`src/rtl/vgs_pkg.sv`:
```
package vgs_pkg;
    typedef enum logic [1:0] {
        S_IDLE  = 2'd0,
        S_ISSUE = 2'd1,
        S_WAIT  = 2'd2,
        S_DONE  = 2'd3
    } vgs_state_e;
endpackage

```
`src/rtl/vgs_pick.sv`:
```
// Lowest-pending-element selector: one-hot grant and binary index.
module vgs_pick #(
    parameter int N   = 4,
    localparam int IXW = (N > 1) ? $clog2(N) : 1
) (
    input  logic           clk,
    input  logic           rst_n,
    input  logic [N-1:0]   pend,
    output logic [N-1:0]   grant,
    output logic [IXW-1:0] sel,
    output logic           any
);
    logic [N:0] seen;

    assign seen[0] = 1'b0;
    for (genvar g = 0; g < N; g++) begin : g_chain
        assign grant[g]  = pend[g] & ~seen[g];
        assign seen[g+1] = seen[g] | pend[g];
    end
    assign any = seen[N];

    always_comb begin
        sel = '0;
        for (int i = N - 1; i >= 0; i--) begin
            if (grant[i]) sel = IXW'(i);
        end
    end

    // the grant is one of the pending lanes and at most one lane
    p_pick_lowest_r2: assert property (@(posedge clk) disable iff (!rst_n)
        ((grant & ~pend) == '0) && $onehot0(grant) && (any == (pend != '0)));
endmodule

```
`src/rtl/vgs_addr.sv`:
```
// Forms the byte address of the selected element: base + index scaled.
module vgs_addr #(
    parameter int N      = 4,
    parameter int AW     = 32,
    parameter int IW     = 16,
    parameter int ESHIFT = 2,
    localparam int IXW   = (N > 1) ? $clog2(N) : 1
) (
    input  logic [AW-1:0]   base,
    input  logic [N*IW-1:0] index_vec,
    input  logic [IXW-1:0]  sel,
    output logic [AW-1:0]   addr
);
    logic [IW-1:0] lane_idx;
    logic [AW-1:0] offset;

    assign lane_idx = index_vec[sel*IW +: IW];
    assign offset   = AW'(lane_idx) << ESHIFT;
    assign addr     = base + offset;
endmodule

```
`src/rtl/vgs_collect.sv`:
```
// Destination vector register: one lane written per gather response.
module vgs_collect #(
    parameter int N   = 4,
    parameter int DW  = 32,
    localparam int IXW = (N > 1) ? $clog2(N) : 1
) (
    input  logic            clk,
    input  logic            rst_n,
    input  logic            wr_en,
    input  logic [IXW-1:0]  wr_sel,
    input  logic [DW-1:0]   wr_data,
    output logic [N*DW-1:0] vec
);
    for (genvar g = 0; g < N; g++) begin : g_lane
        always_ff @(posedge clk or negedge rst_n) begin
            if (!rst_n) begin
                vec[g*DW +: DW] <= '0;
            end else if (wr_en && (wr_sel == IXW'(g))) begin
                vec[g*DW +: DW] <= wr_data;
            end
        end
    end

    // a write only changes the addressed lane
    p_lane_only_r4: assert property (@(posedge clk) disable iff (!rst_n)
        wr_en |=> ((vec ^ $past(vec)) & ~({{(N-1)*DW{1'b0}}, {DW{1'b1}}} << ($past(wr_sel) * DW))) == '0);
endmodule

```
`src/rtl/vgs_seq.sv`:
```
module vgs_seq
    import vgs_pkg::*;
#(
    parameter int N      = 4,
    parameter int AW     = 32,
    parameter int IW     = 16,
    parameter int DW     = 32,
    parameter int ESHIFT = 2,
    localparam int IXW   = (N > 1) ? $clog2(N) : 1
) (
    input  logic            clk,
    input  logic            rst_n,
    input  logic            cmd_valid,
    input  logic            cmd_store,
    input  logic [AW-1:0]   cmd_base,
    input  logic [N*IW-1:0] cmd_index,
    input  logic [N*DW-1:0] cmd_wdata,
    input  logic [N-1:0]    cmd_mask,
    output logic            busy,
    output logic            done,
    output logic [N*DW-1:0] dst_vec,
    output logic            mem_req_valid,
    input  logic            mem_req_ready,
    output logic            mem_req_write,
    output logic [AW-1:0]   mem_req_addr,
    output logic [DW-1:0]   mem_req_wdata,
    input  logic            mem_rsp_valid,
    input  logic [DW-1:0]   mem_rsp_data
);
    vgs_state_e state_q, state_d;

    logic            op_store_q;
    logic [AW-1:0]   base_q;
    logic [N*IW-1:0] index_q;
    logic [N*DW-1:0] wdata_q;
    logic [N-1:0]    pend_q;

    logic [N-1:0]    grant;
    logic [IXW-1:0]  cur_sel;
    logic            pend_any;
    logic [N-1:0]    pend_next;
    logic            accept;
    logic            elem_done;
    logic            rsp_take;

    assign accept    = cmd_valid && (state_q == S_IDLE);
    assign rsp_take  = (state_q == S_WAIT) && mem_rsp_valid;
    assign elem_done = ((state_q == S_ISSUE) && mem_req_ready && op_store_q) || rsp_take;
    assign pend_next = pend_q & ~grant;

    vgs_pick #(.N(N)) u_pick (
        .clk   (clk),
        .rst_n (rst_n),
        .pend  (pend_q),
        .grant (grant),
        .sel   (cur_sel),
        .any   (pend_any)
    );

    vgs_addr #(.N(N), .AW(AW), .IW(IW), .ESHIFT(ESHIFT)) u_addr (
        .base      (base_q),
        .index_vec (index_q),
        .sel       (cur_sel),
        .addr      (mem_req_addr)
    );

    vgs_collect #(.N(N), .DW(DW)) u_collect (
        .clk     (clk),
        .rst_n   (rst_n),
        .wr_en   (rsp_take),
        .wr_sel  (cur_sel),
        .wr_data (mem_rsp_data),
        .vec     (dst_vec)
    );

    // Next-state logic
    always_comb begin
        state_d = state_q;
        unique case (state_q)
            S_IDLE: begin
                if (cmd_valid) state_d = (cmd_mask != '0) ? S_ISSUE : S_DONE;
            end
            S_ISSUE: begin
                if (mem_req_ready) begin
                    if (!op_store_q)           state_d = S_WAIT;
                    else if (pend_next != '0)  state_d = S_ISSUE;
                    else                       state_d = S_DONE;
                end
            end
            S_WAIT: begin
                if (mem_rsp_valid) state_d = (pend_next != '0) ? S_ISSUE : S_DONE;
            end
            S_DONE: state_d = S_IDLE;
            default: state_d = S_IDLE;
        endcase
    end

    // State register and command capture
    always_ff @(posedge clk or negedge rst_n) begin
        if (!rst_n) begin
            state_q    <= S_IDLE;
            op_store_q <= 1'b0;
            base_q     <= '0;
            index_q    <= '0;
            wdata_q    <= '0;
            pend_q     <= '0;
        end else begin
            state_q <= state_d;
            if (accept) begin
                op_store_q <= cmd_store;
                base_q     <= cmd_base;
                index_q    <= cmd_index;
                wdata_q    <= cmd_wdata;
                pend_q     <= cmd_mask;
            end else if (elem_done) begin
                pend_q <= pend_next;
            end
        end
    end

    // Outputs
    always_comb begin
        busy          = (state_q != S_IDLE);
        done          = (state_q == S_DONE);
        mem_req_valid = (state_q == S_ISSUE);
        mem_req_write = op_store_q;
        mem_req_wdata = wdata_q[cur_sel*DW +: DW];
    end

    // an unaccepted request is held steady
    p_hold_req_r5: assert property (@(posedge clk) disable iff (!rst_n)
        (mem_req_valid && !mem_req_ready) |=>
            (mem_req_valid && $stable(mem_req_addr) && $stable(mem_req_wdata) && $stable(mem_req_write)));

    // completion is a single-cycle pulse
    p_done_pulse_r6: assert property (@(posedge clk) disable iff (!rst_n)
        done |=> !done);

    // the last completing element leads straight to done
    p_done_follows_r6: assert property (@(posedge clk) disable iff (!rst_n)
        (elem_done && (pend_next == '0)) |=> done);

    // done only occurs while busy, and busy follows acceptance
    p_busy_done_r7: assert property (@(posedge clk) disable iff (!rst_n)
        done |-> busy);
    p_busy_after_accept_r7: assert property (@(posedge clk) disable iff (!rst_n)
        accept |=> busy);

    // an accepted read blocks further requests in the next cycle
    p_one_read_r9: assert property (@(posedge clk) disable iff (!rst_n)
        (mem_req_valid && mem_req_ready && !mem_req_write) |=> !mem_req_valid);

    // elements finish in ascending order
    p_ascend_r2: assert property (@(posedge clk) disable iff (!rst_n)
        (elem_done && (pend_next != '0)) |=> (cur_sel > $past(cur_sel)));

    // a request always belongs to a pending lane
    p_req_pending_r2: assert property (@(posedge clk) disable iff (!rst_n)
        mem_req_valid |-> pend_any);
endmodule

```
`config.mk`:
```
export PLATFORM = sky130hd
export DESIGN_NAME = vgs_seq
export DESIGN_NICKNAME = d
export VERILOG_FILES = /design/src/rtl/vgs_pkg.sv /design/src/rtl/vgs_pick.sv /design/src/rtl/vgs_addr.sv /design/src/rtl/vgs_collect.sv /design/src/rtl/vgs_seq.sv
export SDC_FILE = /design/constraint.sdc
export NUM_CORES = 1
export LEC_CHECK = 0
export BUFFER_PORTS_ARGS = -buffer_cell sky130_fd_sc_hd__buf_4
export CORE_UTILIZATION = 47
export CTS_CLUSTER_SIZE = 30
export DETAILED_ROUTE_END_ITERATION = 10
export GPL_ROUTABILITY_DRIVEN = 0
export PLACE_DENSITY_LB_ADDON = 0.3
export SETUP_SLACK_MARGIN = 0.05
export SYNTH_ARGS = -nofsm -noshare
export SYNTH_HDL_FRONTEND = slang
export SYNTH_HIERARCHICAL = 1
export SYNTH_SLANG_ARGS = --single-unit
export TNS_END_PERCENT = 50
```
`constraint.sdc`:
```
create_clock -name clk -period 3.7 [get_ports clk]
set_clock_uncertainty 0.2 [all_clocks]
set_input_delay 0.37 -clock clk [delete_from_list [all_inputs] [get_ports clk]]
set_output_delay 0.37 -clock clk [all_outputs]
set_load 0.1 [all_outputs]
```
# Word-level counts from Yosys, hierarchy flattened
# Index checks and enable logic that the tools add are counted.
[op_classes] add_sub_neg=1 n_eq_ne=9 shift=2 n_mux=13 n_bitwise=10 n_reduce_logical=16
[op_table] cell="128-bit by 8-bit variable part select with 32-bit output" count=1
[op_table] cell="64-bit by 7-bit variable part select with 16-bit output" count=1
[op_table] cell="32-bit by 18-bit adder with 32-bit output" count=1
[op_table] cell="2-bit two-way mux" count=10
[op_table] cell="2-bit equality test, second input constant" count=4
[op_table] cell="1-bit logical AND" count=8
[op_table] cell="4-bit two-way mux" count=2
[op_table] cell="2-bit case mux with 4 select lines" count=1
[op_table] cell="4-bit nonzero test" count=2
[op_table] cell="4-bit AND" count=1
[op_table] cell="2-bit by 1-bit equality test with 1-bit output, second input constant" count=2
[op_table] cell="2-bit zero test" count=2
[op_table] cell="2-bit inequality test, second input constant" count=2
[op_table] cell="4-bit NOT" count=1
[op_table] cell="2-bit nonzero test" count=2
[op_table] cell="1-bit AND" count=3
[op_table] cell="1-bit NOT" count=3
[op_table] cell="3-bit AND reduction" count=1
[op_table] cell="2-bit by 1-bit inequality test with 1-bit output, second input constant" count=1
[op_table] cell="1-bit bitwise OR" count=2
[op_table] cell="1-bit logical OR" count=1
[totals] ff_bits=359 inputBits=266 out_inout_bits=196 word_cells=61

# Depth between registers and ports, before layout
[logic_depth] depth_word=11 mapped_depth=13

# Cells and area by module
# Netlist, hierarchy kept.
[by_module_without_submodules] module="vgs_seq" instances=1 cells_per_inst=559 area_per_inst_um2=10028.4 seq_area_each_um2=5780.5
[by_module_without_submodules] module="vgs_collect" instances=1 cells_per_inst=272 area_per_inst_um2=4744.6 seq_area_each_um2=3203.1
[by_module_without_submodules] module="vgs_addr" instances=1 cells_per_inst=173 area_per_inst_um2=1488.9 seq_area_each_um2=0.0
[by_module_without_submodules] module="vgs_pick" instances=1 cells_per_inst=10 area_per_inst_um2=58.8 seq_area_each_um2=0.0

# Worst setup path before layout
# No wires, ideal clock.
[synth_path] path_type="flip-flop to output port" startpoint="register pend_q[0]" endpoint="output port mem_req_addr[27]" arrival_time_ns=4.786 required_ns=3.130 setup_slack_ns=-1.656 stages_incl_launch_ff=12 n_path_buf=2 cell_sequence="dfrtp_1 > nor3_1 > clkbuf_1 > clkbuf_1 > mux4_2 > ha_1 > and3_1 > and3_1 > nand3_1 > nand2_2 > nand4_1 > xnor2_1"
[synth_between] elab_chain_cells=10 elab_cells_between_ends=14
[synth_lines] element="start: declaration" line_no="vgs_seq.sv:36" source="logic [N-1:0] pend_q;"
[synth_lines] element="start signal: assignment" line_no="vgs_seq.sv:114" source="pend_q <= cmd_mask;"
[synth_lines] element="start signal: assignment" line_no="vgs_seq.sv:116" source="pend_q <= pend_next;"
[synth_lines] element="1-bit bitwise OR (2 in series)" line_no="vgs_pick.sv:18" source="assign seen[g+1] = seen[g] | pend[g];"
[synth_lines] element="1-bit NOT" line_no="vgs_pick.sv:17" source="assign grant[g] = pend[g] & ~seen[g];"
[synth_lines] element="1-bit AND" line_no="vgs_pick.sv:17"
[synth_lines] element="2-bit two-way mux (3 in series)" line_no="vgs_pick.sv:25" source="if (grant[i]) sel = IXW'(i);"
[synth_lines] element="2-bit two-way mux (*)" line_no="vgs_pick.sv:25"
[synth_lines] element="net cur_sel[1]" line_no="vgs_seq.sv:39" source="logic [IXW-1:0] cur_sel;"
[synth_lines] element="64-bit by 7-bit variable part select with 16-bit output (*)" line_no="vgs_addr.sv:17" source="assign lane_idx = index_vec[sel*IW +: IW];"
[synth_lines] element="32-bit by 18-bit adder with 32-bit output (*)" line_no="vgs_addr.sv:19" source="assign addr = base + offset;"
[synth_lines] element="end: declaration" line_no="vgs_seq.sv:25" source="output logic [AW-1:0] mem_req_addr,"
# The timed path passes the listed nets; every way through them passes the cells marked *.

# Worst setup path after layout
[layout_path] startpoint="register pend_q[2]" endpoint="output port mem_req_addr[31]"
[layout_between] elab_chain_cells=9 elab_cells_between_ends=10
[layout_lines] element="1-bit bitwise OR" line_no="vgs_pick.sv:18"
[layout_lines] element="1-bit NOT" line_no="vgs_pick.sv:17"
[layout_lines] element="1-bit AND" line_no="vgs_pick.sv:17"
[layout_lines] element="2-bit two-way mux" line_no="vgs_pick.sv:25"
[layout_lines] element="2-bit two-way mux (*) (3 in series)" line_no="vgs_pick.sv:25"
[layout_lines] element="net cur_sel[0]" line_no="vgs_seq.sv:39"
[layout_lines] element="64-bit by 7-bit variable part select with 16-bit output (*)" line_no="vgs_addr.sv:17"
[layout_lines] element="32-bit by 18-bit adder with 32-bit output (*)" line_no="vgs_addr.sv:19"
# Marked as above.

==> impl_metrics.json <==
{
  "status": "finished, violations left",
  "failed_checks": "setup timing",
  "die_area_sq_mm": 0.0355,
  "clk-insertion-delay-late_ns": 0.54,
  "synth_area_sq_mm": 0.0163,
  "use_met2_pct": 54.6,
  "vias": 12276,
  "final_nets": 2087,
  "crit_path_end_kind": "output port",
  "drtIter0Drc": 598,
  "rows": 67,
  "reg2reg_depth": 7,
  "slew_headroom_pct": 42.1,
  "hold_path_class": "input port to register",
  "critical_path_required_ns": 3.13,
  "instances_no_fill": 2286,
  "drtAntennaViolNets": 0,
  "syn_avg_cell_area_sq_um": 16.1,
  "first_global_vias": 14014,
  "cp_max_fo": 6,
  "syn_inst": 1013,
  "rsz0062_at_grt": "yes",
  "viasPerCell": 5.37,
  "criticalPathCategory": "register to output port",
  "gr-total-overflow": 0,
  "dp_hpwl_um": 30700,
  "cts_max_level": 2,
  "antenna_found_initial": 3,
  "finalHoldViolations": 0,
  "drive_gt1_share_pct": 60.1,
  "die_y_um": 188,
  "cts_buffers": 40,
  "grt.met1_usage_pct": 33.9,
  "mostFrequentLayoutCells": "498 x buf_4, 359 x dfrtp_1, 264 x dlygate4sd3_1",
  "synthToLayoutAreaGrowth_pct": 58.2,
  "crit_arrival_ns": 3.89,
  "die_w_um": 188,
  "path_clk_slew_ns": 0.06,
  "core_area_sq_mm": 0.0339,
  "io_buffers": 461,
  "hold_depth": 4,
  "ys_warn_count": 6,
  "numPlacedInstances": 1937,
  "max_freq_mhz": 224,
  "tightestPinTransition_ns": 0.868,
  "final.period_utilization_pct": 121,
  "drt-wirelength-per-cell_um": 23.3,
  "finalCriticalPeriod_ns": 4.46,
  "dpl_worst_slack_ns": -0.160,
  "grt_pass1_wl_um": 81500,
  "route.detailed.drc": 0,
  "max-cap-violations": 0,
  "grt_max_degree": 132,
  "cts_sinks": 359,
  "final_common_cell": "buf_4",
  "ios": 462,
  "setup_viol": 27,
  "clockBufferDepth": 3,
  "cts_root_buffer": "clkbuf_16",
  "fin_ws_ns": -0.760,
  "critPathLaunchType": "register",
  "rrSetupSlack_ns": 1.27,
  "slew_violations": 0,
  "start_util_pct": 48.2,
  "grt_use_total_pct": 29.9,
  "drt-total-wl_um": 53200,
  "synth_nets": 1296,
  "use_met3_pct": 6.13,
  "cts_tree": "done",
  "busiest_layer": "met2",
  "firstDrtPassIters": 4
}
[flip-flops by register name (all words and copies together) (netlist names)]
name and flops:
u_collect/vec 128, wdata_q 128, index_q 64, base_q 32, pend_q 4, state_q 2, mem_req_write 1
[stage by stage]
step | hold slack [ns] | area, sq um | TNS (ns) | util (%)
2_1_floorplan | -0.126 | 17000 | -6.09 | -
3_3_place_gp | 0.273 | 21100 | -1.23 | 62.4
3_5_place_dp | 0.284 | 21100 | -2.27 | 62.4
4_1_cts | 0.0583 | 25500 | -12.48 | 75.3
5_1_grt | 0.0755 | 25800 | -19.00 | 76.2
6_report | 0.0714 | 25800 | -15.91 | 76.2
[final cells by class]
| type | count | area [sq um] |
|---|---|---|
| Antenna cell | 2 | 5.00 |
| Clock buffer | 55 | 1150 |
| Clock inverter | 19 | 241 |
| Fill cell | 1856 | 8060 |
| Inverter | 10 | 37.5 |
| Multi-Input combinational cell | 589 | 7660 |
| Sequential cell | 359 | 8980 |
| Tap cell | 448 | 561 |
| Timing Repair Buffer | 804 | 7160 |
[final timing paths]
check	startpoint	endpoint
setup / recovery	pend_q[2]	mem_req_addr[31]
hold / removal	mem_rsp_valid	state_q[1]
setup reg to reg	pend_q[2]	u_collect/vec[48]
hold reg to reg	u_collect/vec[4]	u_collect/vec[4]
max in group asynchronous	rst_n	wdata_q[91]
min in group asynchronous	rst_n	wdata_q[87]
[worst max-delay path, stage by stage, from the launching register on]
cell      delay (ns)
dfrtp_1         0.38
nand2b_4        0.15
a21oi_4         0.24
buf_12          0.17
mux4_2          0.55
ha_4            0.30
o211ai_1        0.17
o211ai_2        0.30
nand3_2         0.17
nand2_4         0.13
nand4_1         0.29
xnor2_4         0.29
buf_12          0.20
[repair_timing]
item                                   4_1_cts  5_1_grt
endpoints found under the hold margin      459        0
gates resized for setup                     77       43
setup endpoints to repair                   27       29
hold buffers                               264        0
setup buffers                                2        7
pin swaps                                   15       20
[per-layer routing]
metal	up-vias	part of all wire, %
met1	6273	36
met4	2	4.4
met3	147	6.1
met5	-	0.024
li1	5281	-
met2	573	53
Power is left out: the tool's default activity adds up to more than one toggle a clock period on the data nets, which glitch-free logic cannot reach.
